===== src/rtl/sabpf_pkg.sv =====
package sabpf_pkg;
  typedef enum logic [1:0] {
    ST_IDLE,
    ST_LOOK,
    ST_LOAD,
    ST_EMIT
  } sab_state_e;
endpackage


===== src/rtl/sabpf_cover.sv =====
module sabpf_cover #(
  parameter int NUM_STREAMS = 4,
  parameter int BLK_W       = 26,
  parameter int PREC_W      = 4,
  parameter int SUCC_W      = 8,
  parameter int SLOT_W      = 2
) (
  input  logic [BLK_W-1:0]                    blk_i,
  input  logic [NUM_STREAMS-1:0]              vld_i,
  input  logic [NUM_STREAMS-1:0][BLK_W-1:0]   trig_i,
  input  logic [NUM_STREAMS-1:0][PREC_W-1:0]  prec_i,
  input  logic [NUM_STREAMS-1:0][SUCC_W-1:0]  succ_i,
  output logic                                hit_o,
  output logic [SLOT_W-1:0]                   slot_o
);
  localparam int PIW = $clog2(PREC_W + 1);
  localparam int SIW = $clog2(SUCC_W + 1);

  logic [NUM_STREAMS-1:0] cov;

  for (genvar k = 0; k < NUM_STREAMS; k++) begin : g_slot
    logic             above, below, same;
    logic [BLK_W-1:0] d_up, d_dn;
    logic [SUCC_W:0]  succ_ext;
    logic [PREC_W:0]  prec_ext;
    logic             up_bit, dn_bit;

    assign same     = blk_i == trig_i[k];
    assign above    = blk_i > trig_i[k];
    assign below    = blk_i < trig_i[k];
    assign d_up     = blk_i - trig_i[k];
    assign d_dn     = trig_i[k] - blk_i;
    // bit 0 of the extended vector is distance 0, never set
    assign succ_ext = {succ_i[k], 1'b0};
    assign prec_ext = {prec_i[k], 1'b0};
    assign up_bit   = (d_up <= BLK_W'(SUCC_W)) ? succ_ext[d_up[SIW-1:0]] : 1'b0;
    assign dn_bit   = (d_dn <= BLK_W'(PREC_W)) ? prec_ext[d_dn[PIW-1:0]] : 1'b0;
    assign cov[k]   = vld_i[k] && (same || (above && up_bit) || (below && dn_bit));
  end

  // lowest slot is the oldest stream
  always_comb begin
    hit_o  = 1'b0;
    slot_o = '0;
    for (int k = NUM_STREAMS - 1; k >= 0; k--) begin
      if (cov[k]) begin
        hit_o  = 1'b1;
        slot_o = SLOT_W'(k);
      end
    end
  end
endmodule


===== src/rtl/sabpf_stream_fifo.sv =====
module sabpf_stream_fifo #(
  parameter int NUM_STREAMS = 4,
  parameter int PTR_W       = 4,
  parameter int BLK_W       = 26,
  parameter int PREC_W      = 4,
  parameter int SUCC_W      = 8,
  parameter int SLOT_W      = 2
) (
  input  logic                                clk_i,
  input  logic                                rst_ni,
  input  logic                                adv_en_i,
  input  logic [SLOT_W-1:0]                   adv_slot_i,
  input  logic [PTR_W-1:0]                    adv_ptr_i,
  input  logic                                alloc_en_i,
  input  logic [PTR_W-1:0]                    alloc_ptr_i,
  output logic [SLOT_W-1:0]                   alloc_slot_o,
  input  logic                                rec_we_i,
  input  logic [SLOT_W-1:0]                   rec_slot_i,
  input  logic [BLK_W-1:0]                    rec_trig_i,
  input  logic [PREC_W-1:0]                   rec_prec_i,
  input  logic [SUCC_W-1:0]                   rec_succ_i,
  output logic [NUM_STREAMS-1:0]              vld_o,
  output logic [NUM_STREAMS-1:0][PTR_W-1:0]   ptr_o,
  output logic [NUM_STREAMS-1:0][BLK_W-1:0]   trig_o,
  output logic [NUM_STREAMS-1:0][PREC_W-1:0]  prec_o,
  output logic [NUM_STREAMS-1:0][SUCC_W-1:0]  succ_o
);
  localparam int CNT_W = $clog2(NUM_STREAMS + 1);

  logic [CNT_W-1:0]                  cnt_q;
  logic [NUM_STREAMS-1:0][PTR_W-1:0]  ptr_q;
  logic [NUM_STREAMS-1:0][BLK_W-1:0]  trig_q;
  logic [NUM_STREAMS-1:0][PREC_W-1:0] prec_q;
  logic [NUM_STREAMS-1:0][SUCC_W-1:0] succ_q;
  logic                              full;

  assign full         = cnt_q == CNT_W'(NUM_STREAMS);
  assign alloc_slot_o = full ? SLOT_W'(NUM_STREAMS - 1) : SLOT_W'(cnt_q);

  for (genvar k = 0; k < NUM_STREAMS; k++) begin : g_vld
    assign vld_o[k] = CNT_W'(k) < cnt_q;
  end

  always_ff @(posedge clk_i or negedge rst_ni) begin
    if (!rst_ni) begin
      cnt_q  <= '0;
      ptr_q  <= '0;
      trig_q <= '0;
      prec_q <= '0;
      succ_q <= '0;
    end else begin
      if (alloc_en_i) begin
        if (full) begin
          // drop the oldest, shift the rest down
          for (int k = 0; k < NUM_STREAMS - 1; k++) begin
            ptr_q[k]  <= ptr_q[k+1];
            trig_q[k] <= trig_q[k+1];
            prec_q[k] <= prec_q[k+1];
            succ_q[k] <= succ_q[k+1];
          end
        end else begin
          cnt_q <= cnt_q + 1'b1;
        end
        ptr_q[alloc_slot_o]  <= alloc_ptr_i;
        trig_q[alloc_slot_o] <= '0;
        prec_q[alloc_slot_o] <= '0;
        succ_q[alloc_slot_o] <= '0;
      end
      if (adv_en_i) ptr_q[adv_slot_i] <= adv_ptr_i;
      if (rec_we_i) begin
        trig_q[rec_slot_i] <= rec_trig_i;
        prec_q[rec_slot_i] <= rec_prec_i;
        succ_q[rec_slot_i] <= rec_succ_i;
      end
    end
  end

  assign ptr_o  = ptr_q;
  assign trig_o = trig_q;
  assign prec_o = prec_q;
  assign succ_o = succ_q;
endmodule


===== src/rtl/sabpf_expand.sv =====
module sabpf_expand #(
  parameter int ADDR_W  = 32,
  parameter int BLK_LOG = 6,
  parameter int BLK_W   = 26,
  parameter int PREC_W  = 4,
  parameter int SUCC_W  = 8
) (
  input  logic              clk_i,
  input  logic              rst_ni,
  input  logic              load_i,
  input  logic [BLK_W-1:0]  trig_i,
  input  logic [PREC_W-1:0] prec_i,
  input  logic [SUCC_W-1:0] succ_i,
  output logic              valid_o,
  input  logic              ready_i,
  output logic [ADDR_W-1:0] addr_o
);
  logic [BLK_W-1:0]  trig_q;
  logic [PREC_W-1:0] prec_q, prec_clr;
  logic [SUCC_W-1:0] succ_q, succ_clr;
  logic              use_prec;
  logic [BLK_W-1:0]  off_p, off_s, blk;

  assign use_prec = |prec_q;
  assign valid_o  = use_prec || (|succ_q);

  // farthest preceding block first
  always_comb begin
    prec_clr = '0;
    off_p    = '0;
    for (int i = 0; i < PREC_W; i++) begin
      if (prec_q[i]) begin
        prec_clr    = '0;
        prec_clr[i] = 1'b1;
        off_p       = BLK_W'(i + 1);
      end
    end
  end

  // nearest succeeding block first
  always_comb begin
    succ_clr = '0;
    off_s    = '0;
    for (int i = SUCC_W - 1; i >= 0; i--) begin
      if (succ_q[i]) begin
        succ_clr    = '0;
        succ_clr[i] = 1'b1;
        off_s       = BLK_W'(i + 1);
      end
    end
  end

  assign blk    = use_prec ? (trig_q - off_p) : (trig_q + off_s);
  assign addr_o = {blk, {BLK_LOG{1'b0}}};

  always_ff @(posedge clk_i or negedge rst_ni) begin
    if (!rst_ni) begin
      trig_q <= '0;
      prec_q <= '0;
      succ_q <= '0;
    end else if (load_i) begin
      trig_q <= trig_i;
      prec_q <= prec_i;
      succ_q <= succ_i;
    end else if (valid_o && ready_i) begin
      if (use_prec) prec_q <= prec_q & ~prec_clr;
      else          succ_q <= succ_q & ~succ_clr;
    end
  end
endmodule


===== src/rtl/sabpf_gen.sv =====
module sabpf_gen #(
  parameter int ADDR_W      = 32,
  parameter int BLK_LOG     = 6,
  parameter int PREC_W      = 4,
  parameter int SUCC_W      = 8,
  parameter int NUM_STREAMS = 4,
  parameter int HIST_DEPTH  = 16,
  localparam int BLK_W      = ADDR_W - BLK_LOG,
  localparam int PTR_W      = (HIST_DEPTH > 1) ? $clog2(HIST_DEPTH) : 1
) (
  input  logic              clk_i,
  input  logic              rst_ni,
  input  logic              acc_valid_i,
  output logic              acc_ready_o,
  input  logic [ADDR_W-1:0] acc_addr_i,
  output logic              idx_req_o,
  output logic [BLK_W-1:0]  idx_blk_o,
  input  logic              idx_hit_i,
  input  logic [PTR_W-1:0]  idx_ptr_i,
  output logic              hist_req_o,
  output logic [PTR_W-1:0]  hist_ptr_o,
  input  logic [BLK_W-1:0]  hist_trig_i,
  input  logic [PREC_W-1:0] hist_prec_i,
  input  logic [SUCC_W-1:0] hist_succ_i,
  output logic              pf_valid_o,
  input  logic              pf_ready_i,
  output logic [ADDR_W-1:0] pf_addr_o
);
  import sabpf_pkg::*;

  localparam int SLOT_W = (NUM_STREAMS > 1) ? $clog2(NUM_STREAMS) : 1;

  sab_state_e       state_q, state_d;
  logic [BLK_W-1:0]  blk_q;
  logic [SLOT_W-1:0] slot_q, slot_d;
  logic [PTR_W-1:0]  ptr_q, ptr_d;

  logic [NUM_STREAMS-1:0]              s_vld;
  logic [NUM_STREAMS-1:0][PTR_W-1:0]   s_ptr;
  logic [NUM_STREAMS-1:0][BLK_W-1:0]   s_trig;
  logic [NUM_STREAMS-1:0][PREC_W-1:0]  s_prec;
  logic [NUM_STREAMS-1:0][SUCC_W-1:0]  s_succ;

  logic              cov_hit;
  logic [SLOT_W-1:0] cov_slot;
  logic [SLOT_W-1:0] alloc_slot;
  logic [PTR_W-1:0]  cur_ptr, nxt_ptr;
  logic              adv_en, alloc_en, load_en, exp_busy;

  sabpf_cover #(
    .NUM_STREAMS(NUM_STREAMS), .BLK_W(BLK_W), .PREC_W(PREC_W),
    .SUCC_W(SUCC_W), .SLOT_W(SLOT_W)
  ) u_cover (
    .blk_i (blk_q),
    .vld_i (s_vld),
    .trig_i(s_trig),
    .prec_i(s_prec),
    .succ_i(s_succ),
    .hit_o (cov_hit),
    .slot_o(cov_slot)
  );

  assign cur_ptr = s_ptr[cov_slot];
  assign nxt_ptr = (cur_ptr == PTR_W'(HIST_DEPTH - 1)) ? '0 : cur_ptr + 1'b1;

  always_comb begin
    state_d   = state_q;
    slot_d    = slot_q;
    ptr_d     = ptr_q;
    adv_en    = 1'b0;
    alloc_en  = 1'b0;
    load_en   = 1'b0;
    idx_req_o = 1'b0;
    unique case (state_q)
      ST_IDLE: if (acc_valid_i) state_d = ST_LOOK;
      ST_LOOK: begin
        if (cov_hit) begin
          adv_en  = 1'b1;
          slot_d  = cov_slot;
          ptr_d   = nxt_ptr;
          state_d = ST_LOAD;
        end else begin
          idx_req_o = 1'b1;
          if (idx_hit_i) begin
            alloc_en = 1'b1;
            slot_d   = alloc_slot;
            ptr_d    = idx_ptr_i;
            state_d  = ST_LOAD;
          end else begin
            state_d = ST_IDLE;
          end
        end
      end
      ST_LOAD: begin
        load_en = 1'b1;
        state_d = ST_EMIT;
      end
      ST_EMIT: if (!exp_busy) state_d = ST_IDLE;
      default: state_d = ST_IDLE;
    endcase
  end

  always_ff @(posedge clk_i or negedge rst_ni) begin
    if (!rst_ni) begin
      state_q <= ST_IDLE;
      blk_q   <= '0;
      slot_q  <= '0;
      ptr_q   <= '0;
    end else begin
      state_q <= state_d;
      slot_q  <= slot_d;
      ptr_q   <= ptr_d;
      if (state_q == ST_IDLE && acc_valid_i) blk_q <= acc_addr_i[ADDR_W-1:BLK_LOG];
    end
  end

  sabpf_stream_fifo #(
    .NUM_STREAMS(NUM_STREAMS), .PTR_W(PTR_W), .BLK_W(BLK_W),
    .PREC_W(PREC_W), .SUCC_W(SUCC_W), .SLOT_W(SLOT_W)
  ) u_fifo (
    .clk_i       (clk_i),
    .rst_ni      (rst_ni),
    .adv_en_i    (adv_en),
    .adv_slot_i  (cov_slot),
    .adv_ptr_i   (nxt_ptr),
    .alloc_en_i  (alloc_en),
    .alloc_ptr_i (idx_ptr_i),
    .alloc_slot_o(alloc_slot),
    .rec_we_i    (load_en),
    .rec_slot_i  (slot_q),
    .rec_trig_i  (hist_trig_i),
    .rec_prec_i  (hist_prec_i),
    .rec_succ_i  (hist_succ_i),
    .vld_o       (s_vld),
    .ptr_o       (s_ptr),
    .trig_o      (s_trig),
    .prec_o      (s_prec),
    .succ_o      (s_succ)
  );

  sabpf_expand #(
    .ADDR_W(ADDR_W), .BLK_LOG(BLK_LOG), .BLK_W(BLK_W),
    .PREC_W(PREC_W), .SUCC_W(SUCC_W)
  ) u_expand (
    .clk_i  (clk_i),
    .rst_ni (rst_ni),
    .load_i (load_en),
    .trig_i (hist_trig_i),
    .prec_i (hist_prec_i),
    .succ_i (hist_succ_i),
    .valid_o(exp_busy),
    .ready_i(pf_ready_i),
    .addr_o (pf_addr_o)
  );

  assign acc_ready_o = state_q == ST_IDLE;
  assign idx_blk_o   = blk_q;
  assign hist_req_o  = load_en;
  assign hist_ptr_o  = ptr_q;
  assign pf_valid_o  = exp_busy;
endmodule


===== config.mk =====
export PLATFORM = sky130hd
export DESIGN_NAME = sabpf_gen
export DESIGN_NICKNAME = d
export VERILOG_FILES = /design/src/rtl/sabpf_pkg.sv /design/src/rtl/sabpf_cover.sv /design/src/rtl/sabpf_stream_fifo.sv /design/src/rtl/sabpf_expand.sv /design/src/rtl/sabpf_gen.sv
export SDC_FILE = /design/constraint.sdc
export NUM_CORES = 1
export LEC_CHECK = 0
export ABC_CLOCK_PERIOD_IN_PS = 11790
export BUFFER_PORTS_ARGS = -buffer_cell sky130_fd_sc_hd__buf_2
export CAP_MARGIN = 25
export CORE_ASPECT_RATIO = 1.2
export CORE_MARGIN = 2
export CORE_UTILIZATION = 45
export CTS_CLUSTER_SIZE = 14
export DETAILED_ROUTE_END_ITERATION = 12
export PLACE_DENSITY = 0.67
export SKIP_LAST_GASP = 1
export SLEW_MARGIN = 40
export SYNTH_ARGS = -nofsm -noshare
export SYNTH_HDL_FRONTEND = slang
export SYNTH_SLANG_ARGS = --single-unit

===== constraint.sdc =====
create_clock -name clk_i -period 11.79 [get_ports clk_i]
set_input_delay 0.5895 -clock clk_i [delete_from_list [all_inputs] [get_ports clk_i]]
set_output_delay 0.5895 -clock clk_i [all_outputs]
set_load 0.05 [all_outputs]

==> reports/results.ini, run 1 <==
[outcome]
run_status=finished, violations left
failed_checks=negative hold slack

[die]
count_of_standard_cell_rows=95
core-area_sq_mm=0.0557
die_y_microns=263
initial_cell_density_of_the_core_pct=45.3
die_w_microns=220
top_level_ports=145
die_area_sq_mm=0.0580

[placed_design]
place_congestion=1.05
place_hpwl_mm=81.9
i_o_buffers=132

[timing]
fin_max_slew_vios=0
max_slew.worst_pin.slew_ns=0.917
relative_slew_margins_pct=38.7
rsz0062_at_grt=no
min_period_ns=7.90
fin_setup_tns_ns=0
period_share_pct=67.0
final_hold_viol_count=6
finalSetupViolCount=0
fmaxAchievable_ghz=0.127
fin_skew_ns=0.0283
finalHoldWorstSlack_ns=-0.0139

[final_layout]
layout.nets=3682
fill_count=5590
areaGrowthSynthToFinish_pct=8.22
drive_gt1_share_pct=8.34

[critical_path]
worstRegToRegCells=19
critical_path_required_ns=12.26
cp-start-kind=flip-flop
crit_path_max_fanout=90
arrival_worst_endpoint_ns=8.37
timing_worst_setup_path_type=flip-flop to flip-flop
critPathCaptureType=flip-flop

[clock_network]
tritoncts.num_buffers=28
cts_repair_resize_count=0
worstSkewPairLatency_ns=0.59
tritoncts_clock_tree=done
clock_sink_count=243
clock_tree.buffer_depth=3
post_cts_hold_buffer_count=0
htree_levels=1
cts.reportedPaths.clkPinSlew_ns=0.06
clock_tree.root_cell=sky130_fd_sc_hd__clkbuf_16
postCtsSetupRepairBufs=0

[synthesis]
yosys-top-cells-area=sky130_fd_sc_hd__dfrtp_1 24%, sky130_fd_sc_hd__ha_1 12%, sky130_fd_sc_hd__nand2_1 6.8%, sky130_fd_sc_hd__o21ai_0 6.4%, sky130_fd_sc_hd__a21oi_1 5.3%
ys_seq_elements=243
synth.yosys.seq_area_share_pct=24.1
synth.cells.most_frequent=454 x sky130_fd_sc_hd__nand2_1, 322 x sky130_fd_sc_hd__o21ai_0, 266 x sky130_fd_sc_hd__a21oi_1
synthDistinctLibCells=97
syn_area_per_cell_sq_um=7.50
postSynth.asyncResetShare_pct=100
synth_most_common_cell=sky130_fd_sc_hd__nand2_1
synth-main-ff-cell=sky130_fd_sc_hd__dfrtp_1
post-synth-top-area-fraction_pct=24.1
number_of_enable_flip_flop_cells_after_synthesis=0
post_synth_instance_area_sq_mm=0.0252
synthDominantAreaCellType=sky130_fd_sc_hd__dfrtp_1
post_synth_inst_count=3363
synth-warning-count=0

[job]
max_cap_violation_count=0

[drt]
firstDrtPassIters=8
postRouteAntennaNets=0
drt-initial-drc-count=2811
total_number_of_vias=27019
final_routed_drc_violation_total=0
vias_per_cell=6.58
drt-wirelength-per-cell_microns=26.4
wirelength_mm=108

[global_routing]
grt_max_degree=92
first_global_vias=25096
antenna_found_initial=2
grt.overflow.total=0
grtUsageTotal_pct=36.7
grt_first_pass_wirelength_mm=160

[hold_path]
class_of_the_most_critical_hold_timing_path=primary input to async pin

-- sequential cells by signal, indices dropped and copies added (netlist names), named ones only --
name             cells
u_fifo.prec_o       16
state_q              1
u_fifo.trig_o      104
u_expand.succ_q      8
idx_blk_o           26
hist_ptr_o           4
u_expand.prec_q      4
u_expand.trig_q     26
u_fifo.ptr_o        16
u_fifo.succ_o       32
slot_q               2
u_fifo.cnt_q         3
-- worst max-delay path, stage by stage (launching register included) --
cell and delay (ns):
sky130_fd_sc_hd__dfrtp_1 0.83, sky130_fd_sc_hd__inv_1 0.56, sky130_fd_sc_hd__ha_1 0.58, sky130_fd_sc_hd__and3_1 0.24, sky130_fd_sc_hd__a221oi_1 0.71, sky130_fd_sc_hd__o221ai_1 0.37
sky130_fd_sc_hd__a21oi_1 0.36, sky130_fd_sc_hd__mux2i_1 0.30, sky130_fd_sc_hd__nor2_1 0.06, sky130_fd_sc_hd__nand4_1 0.12, sky130_fd_sc_hd__nand4bb_1 0.15, sky130_fd_sc_hd__o31ai_2 0.14
sky130_fd_sc_hd__a21oi_2 0.50, sky130_fd_sc_hd__a21oi_1 0.23, sky130_fd_sc_hd__nor2_1 0.26, sky130_fd_sc_hd__nand3_1 0.48, sky130_fd_sc_hd__nor2_4 0.76, sky130_fd_sc_hd__buf_6 0.64
sky130_fd_sc_hd__a22oi_1 0.18, sky130_fd_sc_hd__o21ai_0 0.21
-- cell type report --
| cell class | count | area, sq um | area share (%) |
|---|---|---|---|
| sequential | 243 | 6080 | 22.3 |
| antenna | 1 | 2.50 | 0.00916 |
| timing repair buffer | 158 | 873 | 3.20 |
| tap | 727 | 910 | 3.33 |
| inverter | 220 | 826 | 3.02 |
| clock buffer | 38 | 800 | 2.93 |
| clock inverter | 13 | 121 | 0.444 |
| multi-input combinational | 2709 | 17700 | 64.8 |
-- cell usage in the layout, fill, tap and decap left out, types with 24 or more instances in the layout --
master and count:
sky130_fd_sc_hd__nand2_1 454, sky130_fd_sc_hd__o21ai_0 320, sky130_fd_sc_hd__a21oi_1 265, sky130_fd_sc_hd__dfrtp_1 243, sky130_fd_sc_hd__ha_1 234, sky130_fd_sc_hd__nor2_1 220, sky130_fd_sc_hd__inv_1 219, sky130_fd_sc_hd__buf_2 131
sky130_fd_sc_hd__a22oi_1 125, sky130_fd_sc_hd__nand3_1 83, sky130_fd_sc_hd__nor3_1 65, sky130_fd_sc_hd__xnor2_1 63, sky130_fd_sc_hd__nand4_1 56, sky130_fd_sc_hd__a21o_1 55, sky130_fd_sc_hd__nand2b_1 50, sky130_fd_sc_hd__mux2i_1 49
sky130_fd_sc_hd__o31ai_1 47, sky130_fd_sc_hd__o21a_1 43, sky130_fd_sc_hd__a211oi_1 37, sky130_fd_sc_hd__xor2_1 33, sky130_fd_sc_hd__o211ai_1 32, sky130_fd_sc_hd__clkbuf_16 29, sky130_fd_sc_hd__nor4_1 27, sky130_fd_sc_hd__nor2b_1 25
sky130_fd_sc_hd__a31oi_1 25, sky130_fd_sc_hd__o21bai_1 24, sky130_fd_sc_hd__buf_4 24
-- kinds of logic (layout without fill, tap and decap cells) --
family	Yosys count	in the layout	share of synthesized area, %
and+or+nand+nor	1132	1132	21.2
other	1	7	0.0149
muxes	67	67	2.93
DFF	243	243	24.1
buffers and inverters	416	429	6.36
adders and majority gates	243	243	12.3
xor gates and xnor gates	97	97	3.40
AOI/OAI and AO/OA	1164	1164	29.7
-- through the flow --
step | hold WS, ns | cells | worst slack [ns] | cell area, sq um | util, %
after floorplan | 0.294 | 3368 | 5.43 | 25300 | -
after CTS | 0.0432 | 4108 | 4.17 | 27300 | 49.0
after global routing | 0.0671 | 4108 | 3.60 | 27300 | 49.0
after global placement | 0.470 | 4057 | 3.76 | 26300 | 47.2
after detailed placement | 0.472 | 4057 | 4.21 | 26400 | 47.3
final | -0.0139 | 4109 | 3.89 | 27300 | 49.0
-- metal layers --
layer	vias to the layer above	track usage (%)	part of all wire [%]
met1	12970	46.9	39
met2	1452	56.2	44
met4	2	25.2	8.4
met5	-	0	0.011
li1	12218	-	-
met3	377	6.18	9.0
-- worst paths after layout --
path                            slack, ns                       startpoint                         endpoint
max in group asynchronous           10.53                           rst_ni      u_fifo.succ_o[26]$_DFF_PN0_
min in group clk_i                   0.20                   acc_addr_i[17]        idx_blk_o[11]$_DFFE_PN0P_
worst min register to register       0.49  u_expand.trig_q[13]$_DFFE_PN0P_  u_expand.trig_q[13]$_DFFE_PN0P_
worst max register to register       3.89         idx_blk_o[3]$_DFFE_PN0P_      u_fifo.trig_o[45]$_DFF_PN0_
worst max-delay path                 3.89         idx_blk_o[3]$_DFFE_PN0P_      u_fifo.trig_o[45]$_DFF_PN0_
worst min-delay path                -0.01                           rst_ni  u_expand.trig_q[13]$_DFFE_PN0P_
Power of run 1 is not shown: default switching activity piles up to over one toggle a cycle in this logic, so the estimate is an artifact.
==> run 2, diff against run 1 <==
Settings changed: ABC_CLOCK_PERIOD_IN_PS 11790 to 7900.
Clock period 11.79 ns to 7.9 ns, I/O delays scaled along.
==> run 2 against run 1 <==
Against the previous run: the flow now finishes without violations; final area up 1.5%; worst setup slack lost 3.3 ns; via count down 0.68%; routed wire length is essentially flat; utilization is 0.73 points higher; register-to-register slack lost 3.3 ns; largest cell class unchanged.
==> reports/results.ini, run 2 (synthesis gave the netlist of run 1 again) <==
[final_layout]
final_cell_mix=454 x sky130_fd_sc_hd__nand2_1, 320 x sky130_fd_sc_hd__o21ai_0, 266 x sky130_fd_sc_hd__a21oi_1, 243 x sky130_fd_sc_hd__dfrtp_1, 234 x sky130_fd_sc_hd__ha_1
mostFrequentLayoutCell=sky130_fd_sc_hd__nand2_1
drive_gt1_share_pct=9.36  ; +1.0 points
layout.nets=3730  ; +1.3%
post_layout_nonfiller_instances=4156  ; +1.1%
n_antenna_cell=0  ; -1
largest_register_ffs=104  ; unchanged
areaGrowthSynthToFinish_pct=9.84
fill_count=5531  ; -1.1%

[drt]
wirelength_mm=108  ; about the same
drt-wirelength-per-cell_microns=26.0  ; -1.2%
total_number_of_vias=26835  ; -0.68%
drt-initial-drc-count=2806  ; -0.18%
final_routed_drc_violation_total=0  ; unchanged
postRouteAntennaNets=0  ; unchanged
firstDrtPassIters=6  ; -2
vias_per_cell=6.46  ; -1.8%

[critical_path]
cp_cell_sequence=inv_1 > ha_1 > a21oi_1 > a21oi_1 > or4_1 > or4_1 > nor4_2 > o2111ai_1 > a2111o_1 > or4_1 > or4_1 > a41o_1 > a21boi_2 > o32ai_1 > a311oi_2 > ha_1 > a211oi_1 > a211oi_2 > buf_4 > o2bb2ai_1 > a21oi_1
timing_worst_setup_path_type=flip-flop to flip-flop
crit_path_max_fanout=12  ; -87%
cp-start-kind=flip-flop
cp_slowest_stage_delay_ns=0.71  ; -0.12 ns
critical_path_buf_inv_count=2  ; unchanged
critPathCaptureType=flip-flop
critical_path_required_ns=8.34  ; -3.92 ns
critPathSlowestCell=sky130_fd_sc_hd__dfrtp_1
arrival_worst_endpoint_ns=7.72  ; -0.65 ns
crit_top_cell=sky130_fd_sc_hd__or4_1
critical-path-top-delay-family=compound AO/OA/AOI/OAI gates

[clock_network]
tritoncts_clock_tree=done
clock_tree.root_cell=sky130_fd_sc_hd__clkbuf_16
htree_levels=1  ; unchanged
cts.reportedPaths.clkPinSlew_ns=0.06  ; about the same
cts_repair_resize_count=0  ; unchanged
clock_sink_count=243  ; unchanged
worstSkewPairLatency_ns=0.58  ; about the same
tritoncts.num_buffers=29  ; +3.6%
postCtsSetupRepairBufs=0  ; unchanged
clock_tree.buffer_depth=3  ; unchanged

[global_routing]
first_global_vias=25596  ; +2.0%
antenna_found_initial=1  ; -1
grtUsageTotal_pct=36.8  ; +0.11 points
grt_first_pass_wirelength_mm=162  ; +0.71%
grt.overflow.total=0  ; unchanged
grt_max_degree=115  ; +25%

[timing]
final_critical_path_setup_slack_ns=0.622  ; -3.27 ns
fin_setup_tns_ns=0  ; unchanged
min_period_ns=7.28  ; -0.620 ns
fin_skew_ns=0.0260  ; -0.00233 ns
period_share_pct=92.1  ; +25 points
relative_slew_margins_pct=41.0  ; +2.3 points
finalHoldWorstSlack_ns=0.0154  ; +0.0294 ns
final_hold_viol_count=0  ; -6
fin_max_slew_vios=0  ; unchanged
finalSetupViolCount=0  ; unchanged
max_slew.worst_pin.slew_ns=0.876  ; -0.0410 ns
fmaxAchievable_ghz=0.137  ; +8.5%
rsz0062_at_grt=no

[hold_path]
class_of_the_most_critical_hold_timing_path=primary input to flip-flop

[die]
die_w_microns=220  ; unchanged
die_y_microns=263  ; unchanged
count_of_standard_cell_rows=95  ; unchanged
top_level_ports=145  ; unchanged
initial_cell_density_of_the_core_pct=45.3  ; unchanged
core-area_sq_mm=0.0557  ; unchanged
die_area_sq_mm=0.0580  ; unchanged

[placed_design]
place_congestion=1.04  ; -0.29%
dp.cells=4101  ; +1.1%
i_o_buffers=132  ; unchanged
place_hpwl_mm=82.6  ; +0.90%
placement.setup.worst_slack_ns=0.837  ; -3.38 ns

[job]
max_cap_violation_count=0  ; unchanged

[outcome]
run_status=finished clean

-- run 2: cell count changes in the layout (fill, tap and decap cells not counted), sizes merged --
cell	before	now
buf	158	202
diode	1	0
bufinv	1	3
dlygate4sd3	0	2
clkinv	8	9
inv	223	221
clkbuf	38	39
-- run 2: final timing paths --
kind | start | end | slack [ns] | depth (start not counted)
worst max-delay path | idx_blk_o[6]$_DFFE_PN0P_ | hist_ptr_o[3]$_DFFE_PN0P_ | 0.62 | 21
worst min-delay path | acc_addr_i[13] | idx_blk_o[7]$_DFFE_PN0P_ | 0.02 | 3
worst max register to register | idx_blk_o[6]$_DFFE_PN0P_ | hist_ptr_o[3]$_DFFE_PN0P_ | 0.62 | 21
worst min register to register | u_expand.trig_q[5]$_DFFE_PN0P_ | u_expand.trig_q[5]$_DFFE_PN0P_ | 0.48 | 2
max in group asynchronous | rst_ni | idx_blk_o[10]$_DFFE_PN0P_ | 6.16 | 4
min in group asynchronous | rst_ni | u_expand.trig_q[18]$_DFFE_PN0P_ | 0.40 | 2
-- run 2: cell type report --
cell class	count	area [sq um]	area share (%)
Clock buffer	38	790	2.85
Clock inverter	14	158	0.569
Tap cell	727	910	3.28
Sequential cell	243	6080	21.9
Timing Repair Buffer	205	1300	4.70
Multi-Input combinational cell	2709	17700	63.7
Inverter	220	826	2.98
-- run 2: worst min-delay path, stage by stage --
cell                      delay [ns]
sky130_fd_sc_hd__buf_2          0.07
sky130_fd_sc_hd__nand2_1        0.03
sky130_fd_sc_hd__o21ai_0        0.05
-- run 2: through the flow --
step / instance area, sq um / util (%)
final: 27700 / 49.7
after global placement: 26700 / 47.9
after global routing: 27700 / 49.7
after floorplan: 25300 / -
after detailed placement: 26700 / 48.0
after CTS: 27700 / 49.7
-- run 2: per-layer routing --
metal / up-vias / GRT usage, % / wire [microns]
met5: - / 0 / 13
met4: 2 / 25.2 / 9340
met3: 359 / 7.83 / 9550
met2: 1323 / 57.4 / 47800
met1: 12845 / 45.2 / 41500
li1: 12306 / - / -
-- run 2: timing repair --
item | CTS | global route
hold buffers | 2 | 0
hold endpoints to repair | 92 | 0
setup endpoints to repair | 0 | 0
Power of run 2 is left out for the same reason.
